## config.mk

```make
export PLATFORM = sky130hd
export DESIGN_NAME = hdb3_line_encoder
export DESIGN_NICKNAME = d
export VERILOG_FILES = /design/src/rtl/hdb3_pkg.sv /design/src/rtl/hdb3_lookahead.sv /design/src/rtl/hdb3_polarity.sv /design/src/rtl/hdb3_rz_gate.sv /design/src/rtl/hdb3_line_encoder.sv
export SDC_FILE = /design/constraint.sdc
export NUM_CORES = 1
export LEC_CHECK = 0
export BUFFER_PORTS_ARGS = -buffer_cell sky130_fd_sc_hd__buf_4
export CORE_AREA = 5 5 42 44
export DETAILED_ROUTE_END_ITERATION = 10
export DIE_AREA = 0 0 47 49
export GPL_TIMING_DRIVEN = 1
export PLACE_DENSITY = 0.56
export SYNTH_ARGS = -nofsm -noshare
export SYNTH_HDL_FRONTEND = slang
export SYNTH_HIERARCHICAL = 1
export SYNTH_SLANG_ARGS = --single-unit
```

## constraint.sdc

```tcl
create_clock -name clk -period 1.15 [get_ports clk]
set_input_delay 0.0575 -clock clk [delete_from_list [all_inputs] [get_ports clk]]
set_output_delay 0.0575 -clock clk [all_outputs]
set_load 0.03 [all_outputs]
```

## src/rtl/hdb3_pkg.sv

```systemverilog
package hdb3_pkg;
  // Zero-run length replaced by a substitution pattern; fixed by the code.
  localparam int RUN_LEN = 4;

  typedef enum logic [1:0] {
    SYM_ZERO = 2'd0,
    SYM_MARK = 2'd1,
    SYM_VIOL = 2'd2,
    SYM_BAL  = 2'd3
  } sym_t;
endpackage

```

## src/rtl/hdb3_lookahead.sv

```systemverilog
module hdb3_lookahead
  import hdb3_pkg::*;
#(
  parameter int DEPTH = RUN_LEN
) (
  input  logic clk,
  input  logic rst_n,
  input  logic hdb3_en,
  input  logic nrz_in,
  output sym_t sym_out
);
  localparam int ZW = (DEPTH > 2) ? $clog2(DEPTH) : 1;
  localparam logic [ZW-1:0] ZLAST = ZW'(DEPTH - 1);

  sym_t            stage [DEPTH];
  logic [ZW-1:0]   zrun;        // consecutive zeros entered, saturating
  logic            odd_marks;   // pulses since last violation is odd
  logic            subst;
  logic            need_bal;

  assign subst    = hdb3_en && !nrz_in && (zrun == ZLAST);
  assign need_bal = subst && !odd_marks;
  assign sym_out  = stage[DEPTH-1];

  always_ff @(posedge clk or negedge rst_n) begin
    if (!rst_n) begin
      for (int i = 0; i < DEPTH; i++) stage[i] <= SYM_ZERO;
      zrun      <= '0;
      odd_marks <= 1'b0;
    end else begin
      stage[0] <= subst ? SYM_VIOL : (nrz_in ? SYM_MARK : SYM_ZERO);
      for (int i = 1; i < DEPTH; i++) stage[i] <= stage[i-1];
      // first zero of the run is moving into the last stage right now
      if (need_bal) stage[DEPTH-1] <= SYM_BAL;

      if (nrz_in || subst)   zrun <= '0;
      else if (zrun != ZLAST) zrun <= zrun + 1'b1;

      if (subst)       odd_marks <= 1'b0;
      else if (nrz_in) odd_marks <= ~odd_marks;
    end
  end

  // a balancing pulse only exists together with its violation
  a_r5_bal_with_viol: assert property (@(posedge clk) disable iff (!rst_n)
    (stage[DEPTH-1] == SYM_BAL) |-> (stage[0] == SYM_VIOL));

  // parity restarts even whenever a violation is issued
  a_r6_viol_clears_parity: assert property (@(posedge clk) disable iff (!rst_n)
    (stage[0] == SYM_VIOL) |-> !odd_marks);

  // plain AMI never creates a violation
  a_r7_ami_no_subst: assert property (@(posedge clk) disable iff (!rst_n)
    !hdb3_en |=> (stage[0] != SYM_VIOL));
endmodule

```

## src/rtl/hdb3_polarity.sv

```systemverilog
module hdb3_polarity
  import hdb3_pkg::*;
(
  input  logic clk,
  input  logic rst_n,
  input  sym_t sym,
  output logic lvl_p,
  output logic lvl_n
);
  logic last_pos;   // polarity of the most recent pulse, 1 = positive
  logic pulse;
  logic flip;
  logic pos;

  always_comb begin
    pulse = (sym != SYM_ZERO);
    flip  = (sym == SYM_MARK) || (sym == SYM_BAL);
    pos   = flip ? ~last_pos : last_pos;
    lvl_p = pulse && pos;
    lvl_n = pulse && !pos;
  end

  always_ff @(posedge clk or negedge rst_n) begin
    if (!rst_n)    last_pos <= 1'b0;
    else if (flip) last_pos <= ~last_pos;
  end

  // every ordinary mark toggles the remembered polarity
  a_r3_mark_alternates: assert property (@(posedge clk) disable iff (!rst_n)
    (sym == SYM_MARK) |=> (last_pos != $past(last_pos)));

  // a violation leaves the remembered polarity untouched
  a_r4_viol_repeats: assert property (@(posedge clk) disable iff (!rst_n)
    (sym == SYM_VIOL) |=> $stable(last_pos));
endmodule

```

## src/rtl/hdb3_rz_gate.sv

```systemverilog
module hdb3_rz_gate #(
  parameter int RAILS = 2
) (
  input  logic             clk,
  input  logic [RAILS-1:0] lvl,
  output logic [RAILS-1:0] rz,
  output logic             any
);
  for (genvar g = 0; g < RAILS; g++) begin : g_rail
    assign rz[g] = lvl[g] & clk;   // high only in the high half-period
  end
  assign any = |rz;
endmodule

```

## src/rtl/hdb3_line_encoder.sv

```systemverilog
module hdb3_line_encoder
  import hdb3_pkg::*;
(
  input  logic clk,
  input  logic rst_n,
  input  logic hdb3_en,
  input  logic nrz_in,
  output logic rail_p,
  output logic rail_n,
  output logic rail_any
);
  sym_t       sym;
  logic [1:0] lvl;
  logic [1:0] rz;

  hdb3_lookahead #(.DEPTH(RUN_LEN)) u_look (
    .clk     (clk),
    .rst_n   (rst_n),
    .hdb3_en (hdb3_en),
    .nrz_in  (nrz_in),
    .sym_out (sym)
  );

  hdb3_polarity u_pol (
    .clk   (clk),
    .rst_n (rst_n),
    .sym   (sym),
    .lvl_p (lvl[1]),
    .lvl_n (lvl[0])
  );

  hdb3_rz_gate #(.RAILS(2)) u_rz (
    .clk (clk),
    .lvl (lvl),
    .rz  (rz),
    .any (rail_any)
  );

  assign rail_p = rz[1];
  assign rail_n = rz[0];

  // the two rail levels are mutually exclusive
  a_r8_rails_exclusive: assert property (@(posedge clk) disable iff (!rst_n)
    !(lvl[1] && lvl[0]));
endmodule

```

# Word-level counts from Yosys, hierarchy flattened
# Cells that the tools add are included.
op_classes:
  n_mux: 8
  reduce_logical: 14
  bitwise: 4
  add_sub_neg: 1
  n_eq_ne: 4
op_table:
  columns: ["op", "count"]
  rows:
  - ["two-way mux 2 bit", 4]
  - ["nonzero test 2 bit", 3]
  - ["logical AND 1 bit", 5]
  - ["== test 2 bit, second input constant", 2]
  - ["two-way mux 1 bit", 4]
  - ["logical NOT 1 bit", 3]
  - ["adder 2 x 1 -> 2 bit, second input constant", 1]
  - ["AND 1 bit", 2]
  - ["== test 2 x 1 -> 1 bit, second input constant", 1]
  - ["logical OR 1 bit", 2]
  - ["!= test 2 bit, second input constant", 1]
  - ["inverter 1 bit", 2]
  - ["OR reduction 2 bit", 1]
word_totals:
  regBits: 12
  input_bits: 4
  elab_cells: 38
  output_inout_bits: 3

# Logic depth before layout (Yosys ltp)
# Gate-level depths: netlist (run 1).
depth:
  ltp_word: 7
  depth_mapped: 4
  mapped_depth_nobuf: 3

# Cells and area by module
# Netlist (run 1), hierarchy kept.
modules_own_cells:
  columns: ["mod", "area_each_um2", "seq_area_each_um2", "cells_each", "n_inst"]
  rows:
  - ["hdb3_lookahead", 392.9, 275.3, 28, 1]
  - ["hdb3_polarity", 62.6, 25.0, 7, 1]
  - ["hdb3_rz_gate", 22.5, 0.0, 3, 1]

==> results of run 1 <==
synth_stat cells:
| library cell | count |
|---|---|
| dfrtp_1 | 12 |
| a31o_2 | 2 |
| and2_2 | 2 |
| buf_4 | 2 |
| nand2_1 | 2 |
| nor2_1 | 2 |
| nor2b_1 | 2 |
| or2_1 | 2 |
| a21o_1 | 1 |
| and4bb_1 | 1 |
| clkbuf_1 | 1 |
| ha_1 | 1 |
| inv_1 | 1 |
| mux2i_1 | 1 |
| nand2b_1 | 1 |
| nor3_1 | 1 |
| nor3b_1 | 1 |
| o21a_1 | 1 |
| o21ai_1 | 1 |
| xor2_1 | 1 |
worst paths after layout:
path / slack, ns / end / cells past startpoint
worst max register to register: 0.03 / u_look/zrun[1]$_DFFE_PN0P_ / 3
worst min register to register: 0.34 / u_look/stage[4]$_DFF_PN0_ / 0
min in group clk: 0.34 / u_look/stage[4]$_DFF_PN0_ / 0
worst max-delay path: -0.31 / rail_p / 4
max in group asynchronous: 0.94 / u_pol/last_pos$_DFF_PN0_ / 2
worst min-delay path: 0.04 / u_look/stage[4]$_DFF_PN0_ / 2
cell type report:
| type | instances | area [um2] | area share |
|---|---|---|---|
| well taps | 16 | 20.0 | 0.0288 |
| flip-flops and latches | 12 | 302 | 0.433 |
| clock buffers | 11 | 100 | 0.144 |
| multi-input cells | 22 | 178 | 0.255 |
| repair buffers | 9 | 75.1 | 0.108 |
| inverters | 1 | 3.75 | 0.00540 |
| clock inverters | 1 | 17.5 | 0.0252 |
critical path: cells and delay by family (launching register included):
kind          cells  cell delay (ns)
buf+inv           1             0.12
flops             1             0.41
mux               1             0.17
simple gates      2             0.33
timing repair:
item	in CTS	in global routing
setup endpoints to repair	7	7
pin swaps	0	1
resized for setup	6	4
hold buffers	3	0
hold endpoints to repair	15	0
setup buffers	2	0
state kept, by name (all words and copies together), names as in the netlist:
name	cells
u_look/zrun	2
u_look/sym_out	2
u_pol/last_pos	1
u_look/stage	6
u_look/odd_marks	1
kinds of logic after synthesis:
group                      synth area share
and+or+nand+nor                       0.181
xor gates and xnor gates             0.0183
muxes                                0.0209
adders and majority gates            0.0262
AOI/OAI and AO/OA                    0.0785
buffers and inverters                0.0471
DFF                                   0.628
metal layers:
metal / share of wire / up-vias / wire length [um]
met5: 0 / - / 0
met4: 0.019 / 0 / 17
met3: 0.069 / 2 / 62
met2: 0.54 / 11 / 486
met1: 0.37 / 157 / 330
li1: - / 160 / -
per-stage QoR:
stage	hold WS, ns	util	cells	power [mW]	setup slack (ns)
6_report	0.0446	0.496	72	1.65	-0.305
4_1_cts	0.0404	0.488	72	1.66	-0.305
3_3_place_gp	-0.103	0.379	58	0.851	0.0451
5_1_grt	0.0275	0.496	72	1.75	-0.369
3_5_place_dp	-0.0963	0.379	58	0.871	0.00923
2_1_floorplan	-0.238	-	38	0.752	0.0234
report_power, final:
| group | switching (mW) | internal [mW] |
|---|---|---|
| logic | 0.0627 | 0.0902 |
| registers | 0.0482 | 0.471 |
| clock network | 0.362 | 0.616 |
| total | 0.473 | 1.18 |
placed cells by master, fill, tap and decap left out, drive strengths merged:
cell,count
and2,2
and4bb,1
ha,1
dlygate4sd3,3
inv,1
o21a,1
nor3b,1
nor3,1
nor2b,2
or2,2
o21ai,1
bufinv,1
dfrtp,12
nor2,2
nand2,2
a31o,2
clkbuf,8
mux2i,1
a21o,1
nand2b,1
xor2,1
buf,9
==> flow_summary.ini, run 1 <==
[power]
peakVddDrop_mv = 0.913
p_leak_nw = 0.351
power_density_nw_per_um2 = 2370

[placement]
placed_area_um2 = 532
gp_congestion = 0.688
port_buffers = 6

[final_layout]
finalNetCount = 61
drive_above_1_share = 0.482
syn2layout_area_growth_pct = 45.5
final_cell_area_um2 = 696
n_fill_cell = 148
diodes = 0

[die]
ios = 7
rows = 14
die_area_um2 = 2300
die_h_um = 49
die_w_um = 47
core_area_um2 = 1400
initial_utilization = 0.341

[logic_synthesis]
synth_area_um2 = 478
synthCells = 38
yosys-top-cells-area = dfrtp_1, a31o_2, and2_2
yosysTopAreaCellShare = 0.628
synth_fp_nets = 43
yosysSeqAreaShare = 0.628
synth-seq-cells = 12
ys_warn_count = 6
avgSynthCellArea_um2 = 12.6
yosysUniqueCellTypes = 20
yosys.area.top_type = dfrtp_1

[timing]
timing.final.crit_share = 1.27
timing.slew.headroom = 0.885
finalSetupViolations = 5
slew_viol_final = 0
fin_ws_ns = -0.305
post-route-min-period_ns = 1.46
hold_viol = 0
finClkSkew_ns = 0.0104
worst-slew-pin-transition_ns = 0.169
rsz0062_at_grt = yes
tns_ns = -0.882
max_freq_mhz = 687

[worst_setup_path]
slowest_delay_ns = 0.41
reg2reg_from = u_look/zrun[0]$_DFFE_PN0P_
cp_slowest_cell = dfrtp_1
critPathKind = flip-flop to output pin
crit_chain = nand2b_4 -> mux2i_2 -> and2_4 -> buf_6
cp.required_ns = 1.09
cp-start-kind = flip-flop
arrival_ns = 1.40
end_kind = output pin
crit_fanout = 3
crit_start = u_look/sym_out[0]$_DFF_PN0_

[run]
maxCapViolCount = 0

[drt]
antenna_left = 0
vias_per_cell = 4.58
via_count = 330
wl_per_cell_um = 12.4
dr.pass1.iters = 2
drt_iter0_markers = 5
wl_um = 895
drc = 0

[global_routing]
grt_use_met1 = 0.0920
antenna_found_initial = 0
met2_usage = 0.131
top_usage_layer = met4
grt_pass1_wl_um = 1550
met3_usage = 0.0812
overflow = 0
grt_pass1_vias = 409
grt_usage = 0.111
grt_max_degree = 13

[clock_network]
clk_latency_ns = 0.38
clk_pin_slew_ns = 0.08
tritoncts = built

[min_path]
hp-class = input pin to async pin

[run_status]
status = finished, violations left
violations = negative setup slack
No activity file was read; power rests on OpenSTA's default activity.
==> run 2, diff against run 1 <==
--- a/config.mk
+++ b/config.mk
@@ -5,12 +5,13 @@
 export SDC_FILE = /design/constraint.sdc
 export NUM_CORES = 1
 export LEC_CHECK = 0
+export ABC_AREA = 1
 export BUFFER_PORTS_ARGS = -buffer_cell sky130_fd_sc_hd__buf_4
 export CORE_AREA = 5 5 42 44
 export DETAILED_ROUTE_END_ITERATION = 10
 export DIE_AREA = 0 0 47 49
 export GPL_TIMING_DRIVEN = 1
-export PLACE_DENSITY = 0.56
+export PLACE_DENSITY = 0.58
 export SYNTH_ARGS = -nofsm -noshare
 export SYNTH_HDL_FRONTEND = slang
 export SYNTH_HIERARCHICAL = 1
==> flow_summary.ini, run 2 <==
[run_status]
status = finished, violations left
violations = negative setup slack

[final_layout]
largest-register = u_look/stage
syn2layout_area_growth_pct = 53.8
finalNetCount = 79
most-common-layout-cells = dfrtp_1, nand2_1, inv_1, nand2_2
diodes = 0
largest_reg_flops = 6
drive_above_1_share = 0.479
final_common_cell = dfrtp_1

[power]
p_leak_nw = 0.417
power_mw = 1.73
peakVddDrop_mv = 1.36
power_density_nw_per_um2 = 2250

[logic_synthesis]
synth_edf_count = 0
synthTopCellsByCount = nand2_1, dfrtp_1, inv_1, nand2_2, nand3_1
yosysUniqueCellTypes = 14
synth_top_family_by_area = simple AND/OR/NAND/NOR gates
synth.mux.area_fraction = 0
synth_compound_area_frac = 0.0201
synth_area_um2 = 498
ys_warn_count = 6
avgSynthCellArea_um2 = 9.22
synthAdderAreaFrac = 0.0251
yosysMostFrequentCell = nand2_1
synthSimpleGateAreaFrac = 0.231
yosys.area.top_type = dfrtp_1
synth_xor_area_frac = 0
yosysTopAreaCellShare = 0.603
yosys-top-cells-area = dfrtp_1, nand2_1, inv_1
yosysSeqAreaShare = 0.603
synthCells = 54
synth_fp_nets = 59
synth-seq-cells = 12
synthArstFlopShare = 1.00
synthFlopType = dfrtp_1

[worst_setup_path]
crit_fanout = 3
cp.required_ns = 1.09
reg2reg_from = u_look/zrun[0]$_DFFE_PN0P_
worstReg2RegEnd = u_look/sym_out[0]$_DFF_PN0_
crit_start = u_pol/last_pos$_DFF_PN0_
endpoint = rail_any
critPathKind = flip-flop to output pin
reg2reg_slack_ns = 0.11
end_kind = output pin
cp-start-kind = flip-flop
reg2reg_depth = 5
arrival_ns = 1.47

[die]
die_w_um = 47
die_area_um2 = 2300
rows = 14
core_area_um2 = 1400
ios = 7
die_h_um = 49
initial_utilization = 0.355

[placement]
gp_congestion = 0.663
port_buffers = 6
hpwlAfterDp_um = 571
pre_cts_slack_ns = 0.117

[clock_network]
clk_pin_slew_ns = 0.07
tritoncts = built
clk_latency_ns = 0.37

[drt]
wl_um = 1080
drt_iter0_markers = 11
drc = 0
wl_per_cell_um = 12.1
via_count = 409
vias_per_cell = 4.60
antenna_left = 0
dr.pass1.iters = 4

[global_routing]
grt_usage = 0.126
overflow = 0
antenna_found_initial = 0
grt_pass1_wl_um = 1810
grt_max_degree = 13
grt_pass1_vias = 496

[timing]
slew_viol_final = 0
worst-slew-pin-transition_ns = 0.212
post-route-min-period_ns = 1.53
finClkSkew_ns = 0.00464
tns_ns = -1.09
finalSetupViolations = 5
max_freq_mhz = 655
timing.final.crit_share = 1.33
timing.slew.headroom = 0.859
hold_viol = 0
fin_ws_ns = -0.376
rsz0062_at_grt = yes

[run]
maxCapViolCount = 0

[min_path]
hp-class = input pin to async pin
-- run 2: cell types whose count changed in the layout (fill, tap and decap cells not counted), sizes merged, moves of 2 or more --
cell and change:
and2 -2, nor2 +2, or2 -2, nand3 +3, a31o -2, nor2b -2, inv +10, nand2 +16
-- run 2: per-layer routing --
| metal | routed length [um] | global-route usage | up-vias | part of all wire |
|---|---|---|---|---|
| met1 | 381 | 0.109 | 199 | 0.35 |
| met4 | 8 | 0.147 | 0 | 0.0074 |
| met3 | 67 | 0.140 | 2 | 0.062 |
| li1 | - | - | 193 | - |
| met2 | 622 | 0.133 | 15 | 0.58 |
| met5 | 0 | 0 | - | 0 |
-- run 2: final cells by class --
class / instances / area, um2
tap: 16 / 20.0
inverter: 9 / 33.8
sequential: 12 / 300
clock buffer: 15 / 166
multi-input combinational: 28 / 173
fill: 134 / 636
clock inverter: 2 / 12.5
timing repair buffer: 7 / 60.1
-- run 2: repair_timing --
item / 4_1_cts / 5_1_grt
setup buffers: 0 / 1
pin swaps: 8 / 6
cloned: 0 / 0
endpoints found under the hold margin: 17 / 0
hold buffers: 3 / 0
endpoints found under the setup margin: 5 / 5
gates resized for setup: 18 / 9
-- run 2: per-stage QoR --
step	cells	instance area, um2	util	hold WS, ns
5_1_grt	89	766	0.546	0.0465
3_3_place_gp	73	544	0.388	-0.0988
6_report	89	766	0.546	0.0591
2_1_floorplan	54	498	-	-0.238
3_5_place_dp	73	544	0.388	-0.0963
4_1_cts	88	736	0.525	0.0368
-- run 2: cells by family after synthesis --
kind of cell	Yosys count
and+or+nand+nor	25
buffers and inverters	14
DFF	12
AOI/OAI and AO/OA	2
adders and majority gates	1
-- run 2: critical path: stages, from the launching register on --
cell	delay (ns)
dfrtp_1	0.39
inv_1	0.08
nand2_2	0.07
nand2_2	0.06
nor2_4	0.11
nand2_4	0.06
clkbuf_8	0.13
nand2_4	0.06
buf_6	0.12
-- run 2: worst min path at each step --
stage | startpoint | to | slack, ns | cells past startpoint
CTS | rst_n | u_look/stage[6]$_DFF_PN0_ | 0.04 | 2
global route | rst_n | u_look/stage[6]$_DFF_PN0_ | 0.05 | 2
global placement | rst_n | u_look/odd_marks$_DFFE_PN0P_ | -0.1 | 1
floorplan | rst_n | u_look/odd_marks$_DFFE_PN0P_ | -0.24 | 0
detailed placement | rst_n | u_look/stage[6]$_DFF_PN0_ | -0.1 | 1
finish | rst_n | u_look/odd_marks$_DFFE_PN0P_ | 0.06 | 2
-- run 2: power by group --
group / switching (mW) / internal [mW] / total [mW]
clock network: 0.436 / 0.665 / 1.10
registers: 0.0263 / 0.459 / 0.486
logic: 0.0802 / 0.0593 / 0.140
total: 0.543 / 1.18 / 1.73
==> run 3, diff against run 2 <==
--- a/config.mk
+++ b/config.mk
@@ -7,9 +7,9 @@
 export LEC_CHECK = 0
 export ABC_AREA = 1
 export BUFFER_PORTS_ARGS = -buffer_cell sky130_fd_sc_hd__buf_4
-export CORE_AREA = 5 5 42 44
+export CORE_AREA = 2 2 39 41
 export DETAILED_ROUTE_END_ITERATION = 10
-export DIE_AREA = 0 0 47 49
+export DIE_AREA = 0 0 41 43
 export GPL_TIMING_DRIVEN = 1
 export PLACE_DENSITY = 0.58
 export SYNTH_ARGS = -nofsm -noshare
==> flow_summary.ini, run 3 (synthesized netlist as in run 2, its figures left out) <==
[global_routing]
met2_usage = 0.147
top_usage_layer = met4
grt_pass1_wl_um = 1550
antenna_found_initial = 0
met3_usage = 0.162
overflow = 0
grt_pass1_vias = 466
grt_max_degree = 13
grt_use_met1 = 0.124
grt_usage = 0.167

[min_path]
hp-class = input pin to async pin

[final_layout]
final_common_cell = dfrtp_1
largest-register = u_look/stage
most-common-layout-cells = dfrtp_1, nand2_1, clkbuf_4, nand2_2, inv_1
ff_latch_area_um2 = 300
largest_reg_flops = 6
diodes = 0
multi_input_area_um2 = 158
drive_above_1_share = 0.466
final_cells = 89
finalNetCount = 79
syn2layout_area_growth_pct = 46.2
fin_util = 0.526
n_fill_cell = 138

[die]
die_area_um2 = 1760
rows = 14
die_h_um = 43
ios = 7
die_w_um = 41
initial_utilization = 0.360
core_area_um2 = 1380

[placement]
port_buffers = 6
hpwlAfterDp_um = 474
gp_congestion = 0.632
pre_cts_slack_ns = 0.130
placedCellCount = 73

[run_status]
status = finished, violations left
violations = negative setup slack

[timing]
post-route-min-period_ns = 1.52
slew_viol_final = 0
finalSetupViolations = 5
worst-slew-pin-transition_ns = 0.186
tns_ns = -1.01
timing.final.crit_share = 1.32
max_freq_mhz = 658
whs_ns = 0.0317
rsz0062_at_grt = yes
timing.slew.headroom = 0.876
finClkSkew_ns = 0.00973
hold_viol = 0
fin_ws_ns = -0.371

[drt]
drc = 0
via_count = 380
wl_per_cell_um = 10.1
drt_iter0_markers = 4
vias_per_cell = 4.27
dr.pass1.iters = 4
wl_um = 897
antenna_left = 0

[worst_setup_path]
worstReg2RegEnd = u_look/sym_out[1]$_DFF_PN0_
reg2reg_depth = 5
reg2reg_slack_ns = 0.12
reg2reg_from = u_look/zrun[0]$_DFFE_PN0P_
critPathKind = flip-flop to output pin
cp-start-kind = flip-flop
cp.required_ns = 1.09
end_kind = output pin
arrival_ns = 1.46
crit_fanout = 4

[power]
p_leak_nw = 0.399
peakVddDrop_mv = 0.970
power_density_nw_per_um2 = 2200

[clock_network]
clk_latency_ns = 0.39
tritoncts = built
clk_pin_slew_ns = 0.08

[run]
maxCapViolCount = 0
## run 3: cell types whose count changed in the layout (fill, tap and decap cells not counted), moves of 2 or more
cell	before	now
nand2_1	9	11
clkbuf_4	4	8
inv_2	1	3
clkbuf_8	5	3
nand2_4	2	0
## run 3: cell type report
class                      instances  share of cell area
clock inverter                     2              0.0137
tap                               16              0.0275
clock buffer                      15               0.201
inverter                           9              0.0464
multi-input combinational         28               0.216
timing repair buffer               7              0.0825
sequential                        12               0.412
## run 3: stage by stage
| stage | instance area, um2 | total power [mW] |
|---|---|---|
| global placement | 544 | 0.786 |
| global route | 728 | 1.72 |
| floorplan | 498 | 0.694 |
| detailed placement | 544 | 0.788 |
| CTS | 707 | 1.60 |
| finish | 728 | 1.61 |
## run 3: metal layers
metal  up-vias  wire length [um]  share of wire
li1        195                 -              -
met1       171               361           0.40
met2        10               456           0.51
met3         4                43          0.048
met4         0                36          0.040
met5         -                 0              0
## run 3: power breakdown
| part | switching, mW | total, mW | leakage, nW | internal (mW) |
|---|---|---|---|---|
| Combinational | 0.0704 | 0.128 | 0.143 | 0.0578 |
| Sequential | 0.0239 | 0.483 | 0.152 | 0.459 |
| Clock | 0.403 | 0.994 | 0.105 | 0.591 |
| Total | 0.497 | 1.61 | 0.399 | 1.11 |
## run 3: worst max-delay path by stage
stage,startpoint,end,slack [ns]
6_report,u_look/sym_out[0]$_DFF_PN0_,rail_any,-0.37
5_1_grt,u_look/sym_out[0]$_DFF_PN0_,rail_any,-0.46
4_1_cts,u_pol/last_pos$_DFF_PN0_,rail_n,-0.38
3_5_place_dp,u_look/zrun[0]$_DFFE_PN0P_,u_look/sym_out[1]$_DFF_PN0_,0.13
3_3_place_gp,u_look/zrun[0]$_DFFE_PN0P_,u_look/zrun[0]$_DFFE_PN0P_,0.15
2_1_floorplan,u_look/sym_out[0]$_DFF_PN0_,rail_any,0.15
## run 3: worst max-delay path, stage by stage, from the launching register on
cell and delay, ns:
dfrtp_1 0.43, nor2_2 0.21, nor2_4 0.06, nand2_2 0.07, clkbuf_4 0.13, nand2_2 0.05, buf_6 0.13
## run 3: what timing repair did
item,in CTS,in global routing
pin swaps,9,4
hold endpoints to repair,19,0
buffers inserted,0,1
resized for setup,12,6
hold buffers,3,0
setup endpoints to repair,5,5
